===== config.mk =====
export PLATFORM = sky130hd
export DESIGN_NAME = page_rights_unit
export DESIGN_NICKNAME = d
export VERILOG_FILES = /design/src/rtl/page_rights_pkg.sv /design/src/rtl/rights_base.sv /design/src/rtl/key_gate.sv /design/src/rtl/fault_code.sv /design/src/rtl/page_rights_unit.sv
export SDC_FILE = /design/constraint.sdc
export NUM_CORES = 1
export LEC_CHECK = 0
export ABC_AREA = 1
export BUFFER_PORTS_ARGS = -buffer_cell sky130_fd_sc_hd__buf_2
export CAP_MARGIN = 20
export CELL_PAD_IN_SITES_DETAIL_PLACEMENT = 2
export CELL_PAD_IN_SITES_GLOBAL_PLACEMENT = 2
export CORE_ASPECT_RATIO = 0.6
export CORE_MARGIN = 4
export CORE_UTILIZATION = 21
export CTS_BUF_LIST = sky130_fd_sc_hd__clkbuf_2
export DETAILED_ROUTE_END_ITERATION = 8
export PLACE_DENSITY = 0.84
export SETUP_SLACK_MARGIN = 0.3
export SYNTH_ARGS = -nofsm -noshare
export SYNTH_HDL_FRONTEND = slang
export SYNTH_SLANG_ARGS = --single-unit

===== constraint.sdc =====
create_clock -name clk -period 2 [get_ports clk]
set_clock_uncertainty 0.1 [all_clocks]
set_input_delay 0.4 -clock clk [delete_from_list [all_inputs] [get_ports clk]]
set_output_delay 0.4 -clock clk [all_outputs]
set_load 0.05 [all_outputs]

===== src/rtl/page_rights_pkg.sv =====
package page_rights_pkg;

  typedef enum logic [1:0] {
    ACC_LOAD  = 2'd0,
    ACC_STORE = 2'd1,
    ACC_FETCH = 2'd2,
    ACC_ALT   = 2'd3
  } acc_t;

  typedef enum logic [1:0] {
    WALK_OK    = 2'd0,
    WALK_ABSENT = 2'd1,
    WALK_RSVD  = 2'd2,
    WALK_RSVD2 = 2'd3
  } walk_t;

  localparam int RIGHTS_W = 3;
  localparam int RT_READ  = 0;
  localparam int RT_WRITE = 1;
  localparam int RT_EXEC  = 2;

  localparam int ERR_W     = 6;
  localparam int EB_PRES   = 0;
  localparam int EB_WRITE  = 1;
  localparam int EB_USER   = 2;
  localparam int EB_RSVD   = 3;
  localparam int EB_FETCH  = 4;
  localparam int EB_KEY    = 5;

  localparam logic [RIGHTS_W-1:0] RIGHTS_ALL = '1;

endpackage


===== src/rtl/rights_base.sv =====
module rights_base
  import page_rights_pkg::*;
(
  input  logic                is_user,
  input  logic                pg_user,
  input  logic                pg_write,
  input  logic                pg_nx,
  input  logic                sup_guard,
  input  logic                exec_guard,
  input  logic                wr_protect,
  output logic [RIGHTS_W-1:0] base_rights
);

  logic rd_ok;
  logic wr_ok;
  logic ex_ok;

  always_comb begin
    // data access blocked when the guard applies to a user page
    rd_ok = !(sup_guard && pg_user);
    // writes need the writable bit, unless a supervisor ignores read-only
    wr_ok = rd_ok && (pg_write || (!is_user && !wr_protect));
    // fetches need NX clear and no supervisor fetch from a guarded user page
    ex_ok = !pg_nx && (is_user || !(exec_guard && pg_user));
    base_rights           = '0;
    base_rights[RT_READ]  = rd_ok;
    base_rights[RT_WRITE] = wr_ok;
    base_rights[RT_EXEC]  = ex_ok;
  end

endmodule


===== src/rtl/key_gate.sv =====
module key_gate
  import page_rights_pkg::*;
#(
  parameter int KEY_W = 4,
  localparam int KR_W = 2 << KEY_W
) (
  input  logic                is_user,
  input  logic                pg_user,
  input  logic                wr_protect,
  input  logic                ukey_on,
  input  logic                skey_on,
  input  logic [KR_W-1:0]     ukey_reg,
  input  logic [KR_W-1:0]     skey_reg,
  input  logic [KEY_W-1:0]    pg_key,
  output logic                key_active,
  output logic [RIGHTS_W-1:0] key_rights
);

  localparam int NKEYS = 1 << KEY_W;

  logic [KR_W-1:0] sel_reg;
  logic [NKEYS-1:0] ad_vec;
  logic [NKEYS-1:0] wd_vec;
  logic ad_bit;
  logic wd_bit;

  always_comb begin
    if (pg_user)
      sel_reg = ukey_on ? ukey_reg : '0;
    else
      sel_reg = skey_on ? skey_reg : '0;
  end

  // split the register into per-key disable vectors
  for (genvar k = 0; k < NKEYS; k++) begin : g_pair
    assign ad_vec[k] = sel_reg[2*k];
    assign wd_vec[k] = sel_reg[2*k+1];
  end

  assign ad_bit     = ad_vec[pg_key];
  assign wd_bit     = wd_vec[pg_key];
  assign key_active = |sel_reg;

  always_comb begin
    key_rights = RIGHTS_ALL;
    if (key_active) begin
      if (ad_bit) begin
        key_rights[RT_READ]  = 1'b0;
        key_rights[RT_WRITE] = 1'b0;
      end else if (wd_bit && (is_user || wr_protect)) begin
        key_rights[RT_WRITE] = 1'b0;
      end
    end
  end

endmodule


===== src/rtl/fault_code.sv =====
module fault_code
  import page_rights_pkg::*;
(
  input  walk_t               walk_status,
  input  logic                is_user,
  input  logic                pg_user,
  input  logic                pg_dirty,
  input  acc_t                acc,
  input  logic                nx_on,
  input  logic                exec_guard,
  input  logic                key_active,
  input  logic [RIGHTS_W-1:0] key_rights,
  input  logic [RIGHTS_W-1:0] base_rights,
  output logic                fault,
  output logic [ERR_W-1:0]    err,
  output logic [RIGHTS_W-1:0] rights,
  output logic                set_acc,
  output logic                set_dirty
);

  logic [RIGHTS_W-1:0] merged;
  logic [1:0]          idx;
  logic                is_store;
  logic                is_fetch;
  logic [ERR_W-1:0]    core;

  assign merged   = base_rights & key_rights;
  assign idx      = acc[1:0];
  assign is_store = (acc == ACC_STORE);
  assign is_fetch = (acc == ACC_FETCH);

  always_comb begin
    fault = 1'b1;
    core  = '0;
    if (walk_status == WALK_ABSENT) begin
      core = '0;
    end else if (walk_status == WALK_RSVD || walk_status == WALK_RSVD2) begin
      core[EB_RSVD] = 1'b1;
    end else if (is_user && !pg_user) begin
      core[EB_PRES] = 1'b1;
    end else if (key_active && !key_rights[idx]) begin
      core[EB_PRES] = 1'b1;
      core[EB_KEY]  = 1'b1;
    end else if (!merged[idx]) begin
      core[EB_PRES] = 1'b1;
    end else begin
      fault = 1'b0;
    end
  end

  always_comb begin
    err = '0;
    if (fault) begin
      err = core;
      err[EB_USER]  = is_user;
      err[EB_WRITE] = is_store;
      err[EB_FETCH] = is_fetch && (nx_on || exec_guard);
    end
  end

  always_comb begin
    rights    = '0;
    set_acc   = 1'b0;
    set_dirty = 1'b0;
    if (!fault) begin
      rights    = merged;
      set_acc   = 1'b1;
      set_dirty = is_store;
      if (!is_store && !pg_dirty)
        rights[RT_WRITE] = 1'b0;
    end
  end

endmodule


===== src/rtl/page_rights_unit.sv =====
module page_rights_unit
  import page_rights_pkg::*;
#(
  parameter int KEY_W = 4,
  localparam int KR_W = 2 << KEY_W
) (
  input  logic             clk,
  input  logic             rst,
  input  logic             in_valid,
  input  logic [1:0]       walk_status,
  input  logic             is_user,
  input  logic [1:0]       acc_type,
  input  logic             pg_user,
  input  logic             pg_write,
  input  logic             pg_nx,
  input  logic             pg_dirty,
  input  logic [KEY_W-1:0] pg_key,
  input  logic             sup_guard,
  input  logic             exec_guard,
  input  logic             wr_protect,
  input  logic             nx_on,
  input  logic             ukey_on,
  input  logic             skey_on,
  input  logic [KR_W-1:0]  ukey_reg,
  input  logic [KR_W-1:0]  skey_reg,
  output logic             out_valid,
  output logic             out_fault,
  output logic [5:0]       out_err,
  output logic [2:0]       out_rights,
  output logic             out_set_acc,
  output logic             out_set_dirty
);

  acc_t                acc_n;
  logic [RIGHTS_W-1:0] base_r;
  logic [RIGHTS_W-1:0] key_r;
  logic                key_act;
  logic                c_fault;
  logic [ERR_W-1:0]    c_err;
  logic [RIGHTS_W-1:0] c_rights;
  logic                c_acc;
  logic                c_dirty;

  // the spare access code behaves as a load
  assign acc_n = (acc_type == 2'd3) ? ACC_LOAD : acc_t'(acc_type);

  rights_base u_base (
    .is_user     (is_user),
    .pg_user     (pg_user),
    .pg_write    (pg_write),
    .pg_nx       (pg_nx),
    .sup_guard   (sup_guard),
    .exec_guard  (exec_guard),
    .wr_protect  (wr_protect),
    .base_rights (base_r)
  );

  key_gate #(.KEY_W(KEY_W)) u_key (
    .is_user    (is_user),
    .pg_user    (pg_user),
    .wr_protect (wr_protect),
    .ukey_on    (ukey_on),
    .skey_on    (skey_on),
    .ukey_reg   (ukey_reg),
    .skey_reg   (skey_reg),
    .pg_key     (pg_key),
    .key_active (key_act),
    .key_rights (key_r)
  );

  fault_code u_code (
    .walk_status (walk_t'(walk_status)),
    .is_user     (is_user),
    .pg_user     (pg_user),
    .pg_dirty    (pg_dirty),
    .acc         (acc_n),
    .nx_on       (nx_on),
    .exec_guard  (exec_guard),
    .key_active  (key_act),
    .key_rights  (key_r),
    .base_rights (base_r),
    .fault       (c_fault),
    .err         (c_err),
    .rights      (c_rights),
    .set_acc     (c_acc),
    .set_dirty   (c_dirty)
  );

  always_ff @(posedge clk) begin
    if (rst) begin
      out_valid     <= 1'b0;
      out_fault     <= 1'b0;
      out_err       <= '0;
      out_rights    <= '0;
      out_set_acc   <= 1'b0;
      out_set_dirty <= 1'b0;
    end else begin
      out_valid <= in_valid;
      if (in_valid) begin
        out_fault     <= c_fault;
        out_err       <= c_err;
        out_rights    <= c_rights;
        out_set_acc   <= c_acc;
        out_set_dirty <= c_dirty;
      end
    end
  end


  strobe_follow_chk: assert property (@(posedge clk) disable iff (rst)
    in_valid |=> out_valid);


  strobe_idle_chk: assert property (@(posedge clk) disable iff (rst)
    !in_valid |=> (!out_valid && $stable(out_err) && $stable(out_rights)));


  fault_no_rights_chk: assert property (@(posedge clk) disable iff (rst)
    out_fault |-> (out_rights == '0 && !out_set_acc && !out_set_dirty));


  grant_sets_acc_chk: assert property (@(posedge clk) disable iff (rst)
    (out_valid && !out_fault) |-> out_set_acc);


  dirty_has_write_chk: assert property (@(posedge clk) disable iff (rst)
    (out_valid && out_set_dirty) |-> out_rights[RT_WRITE]);


  key_err_present_chk: assert property (@(posedge clk) disable iff (rst)
    (out_fault && out_err[EB_KEY]) |-> out_err[EB_PRES]);


  rsvd_not_present_chk: assert property (@(posedge clk) disable iff (rst)
    (out_fault && out_err[EB_RSVD]) |-> !out_err[EB_PRES]);

endmodule


==> metrics <==
Final min period=~2.2 ns; WP data arrival=2.31 ns; area grow syn2layout=81.9%; Slew Limit Fails=0; Async SR Flop Fraction=0%; Adder-Cell Fraction of Synth Area=0%; initial drt markers=282; # DRC=0; placed cells=569; Worst Path Required=about 2.2 ns; period utilization=108%; antenna-violating nets left=0; share of layout cells above drive strength 1=~59%; highest-count cells in the layout ignoring fill and taps=nand2_1 (100), buf_2 (95), nand2_2 (93); grt ovf=0; cell count after synthesis=roughly 360; Synth Area in Simple Gates=between 60% and 70%; fin cells=around 580; cts hold-fix bufs=0; largest net degree at the start of global routing=17; Synth Area per Inst=5.16 µm²; EDFF count, synth=0; Synth Area in Compound Gates=~6.1%; core area=about 8600 µm²; most area-hungry cell type in the Yosys netlist=nand2_1; sequential share of power=a little over a fifth; first-pass GRT wire length=around 18 mm; final setup vio count=6; Root Buffer=clkbuf_2; fmax=around 0.46 GHz; CP endpoint kind=register; Placer Congestion=0.841; WHS=about 0.28 ns; initial core utilization=between 20% and 30%; Post-Route Utilization=39.6%; max-cap viol count=0; worst-skew pair later-pin latency=just over 0.3 ns; # IOs=99; internal power=approximately 640 µW; Synth top area share=40.4%; # diodes=0; measured slew at the worst slew-check pin=about 0.42 ns; Yosys warnings=0; sw frac=49.7%; Inserted Clock Buffers=3; Mapped Area=roughly 1900 µm²; initial antenna violation count=0; CP max FO=9; status=finished, violations left; RSZ-0062 raised after global routing=yes; H-tree Lvls=1; pwr dens=roughly 370 nW/µm²; fin nets=between 500 and 600; GRT Total Usage=a little over a fifth; mux share of post-synthesis cell area=0%; largest family of logic cells by synthesized area=simple AND/OR/NAND/NOR gates; vias in the first global route=3285; Final Hold Viols=0; post-synth net total=450; hold crit path type=input port to register; HPWL after DPL=roughly 8 mm; vias=3148; CTS Buffer Depth=2; Initial DRT Pass Iterations=5; TritonCTS clock tree=built; R2R Setup Slk=around 1.0 ns; Net Sw Power=around 630 µW; Clk pwr share=approximately an eighth; failing checks=setup timing; GRT busiest layer=met2; post-synthesis register bit count=13; sequential share of the synthesized area=13.9%; P_leak=around 0.0017 µW; met2 usage=37.4%; post-synthesis cell type count=26; Worst IR Drop VDD=0.000151 V; clk slew on worst S/H paths=between 0.1 and 0.15 ns; Slew HR=between 70% and 80%; CP Launch Type=input port; row cnt=26; Die H=81.3 µm; drt wl/cell=approximately 25 µm; top cells by area, synth=nand2_1 (40%), nand3_1 (16%), dfxtp_1 (14%); Post-Synth XOR/XNOR Area=0%; WS Path Type=input port to register; Via-to-Cell Ratio=between 5 and 6; WL final=roughly 15 mm; IO Port Bufs=between 90 and 100; total die area=between 10000 and 15000 µm²; clk sinks=13; Top FF cell, synth=dfxtp_1; most common cell after layout, fill and taps aside=nand2_1; met1 Resource Use GR=28.6%; setup ws final=-0.159 ns; met3 Usage GRT=around 4.5%; combinational share of power=about two thirds; DIE WIDTH=130 µm
==> power groups by stage <==
stage               Combinational, µW  Clock, µW  Sequential [µW]
finish                            846        154              273
global placement                  532          0              277
CTS                               641        146              272
detailed placement                558          0              278
global route                      892        168              274
floorplan                         328          0              306
==> Yosys cell counts, types with 3 or more instances <==
cell and n:
a21oi_1 11, buf_2 4, buf_4 5, buf_6 7, clkbuf_1 3, dfxtp_1 13, inv_1 11, nand2_1 202
nand3_1 59, nand3_2 5, nand4_1 5, nor2_1 21
==> worst max-delay path, stage by stage <==
cell	delay (ns)
buf_12	0.13
clkbuf_16	0.17
nand2_1	0.08
nand2_1	0.12
nand2_2	0.10
nand2_1	0.06
nor2_1	0.19
nand2_1	0.10
nor2_1	0.11
nand2_1	0.07
nand2_2	0.09
a21oi_4	0.05
a21oi_4	0.22
nand4_1	0.22
a21oi_2	0.18
==> final timing paths <==
path	start	to	cells after the start
worst max register to register	out_rights[2]	out_rights[2]	2
worst min register to register	out_err[3]	out_err[3]	2
worst min-delay path	walk_status[1]	out_err[3]	3
worst max-delay path	skey_on	out_rights[0]	15
==> cell families after synthesis <==
group / count (synthesis)
AO/OA/AOI/OAI: 17
buffers and inverters: 33
flip-flops: 13
AND/OR/NAND/NOR: 301
==> stage by stage <==
step | setup slack, ns | power [µW] | instance area (µm²) | setup TNS [ns]
2_1_floorplan | 0.148 | 634 | 1970 | 0
3_3_place_gp | -0.176 | 809 | 2590 | -1.35
3_5_place_dp | -0.258 | 836 | 2590 | -2.41
4_1_cts | 0.0964 | 1060 | 2900 | 0
5_1_grt | -0.170 | 1330 | 3420 | -0.876
6_report | -0.159 | 1270 | 3420 | -0.724
==> sequential cells by signal (all words and copies together) (netlist names) <==
name	count
out_set_acc	1
out_err	6
out_rights	3
out_valid	1
out_fault	1
out_set_dirty	1
==> layout make-up <==
class | instances | area [µm²]
Clock buffer | 4 | 20.0
Fill cell | 1017 | 5200
Inverter | 14 | 71.3
Multi-Input combinational cell | 318 | 1940
Sequential cell | 13 | 260
Tap cell | 112 | 140
Timing Repair Buffer | 122 | 967
Timing Repair inverter | 1 | 16.3
==> per-layer routing <==
metal / vias up / routed length [µm]
li1: 1388 / -
met2: 159 / 6800
met5: - / 0
met3: 38 / 1170
met4: 0 / 387
met1: 1563 / 6420
==> timing repair <==
item	4_1_cts	5_1_grt
pin swaps	33	48
endpoints found under the hold margin	0	0
setup endpoints to repair	11	11
resized for setup	43	123
buffers inserted	0	1
cloned	6	4
(Power assumes the default switching activity.)
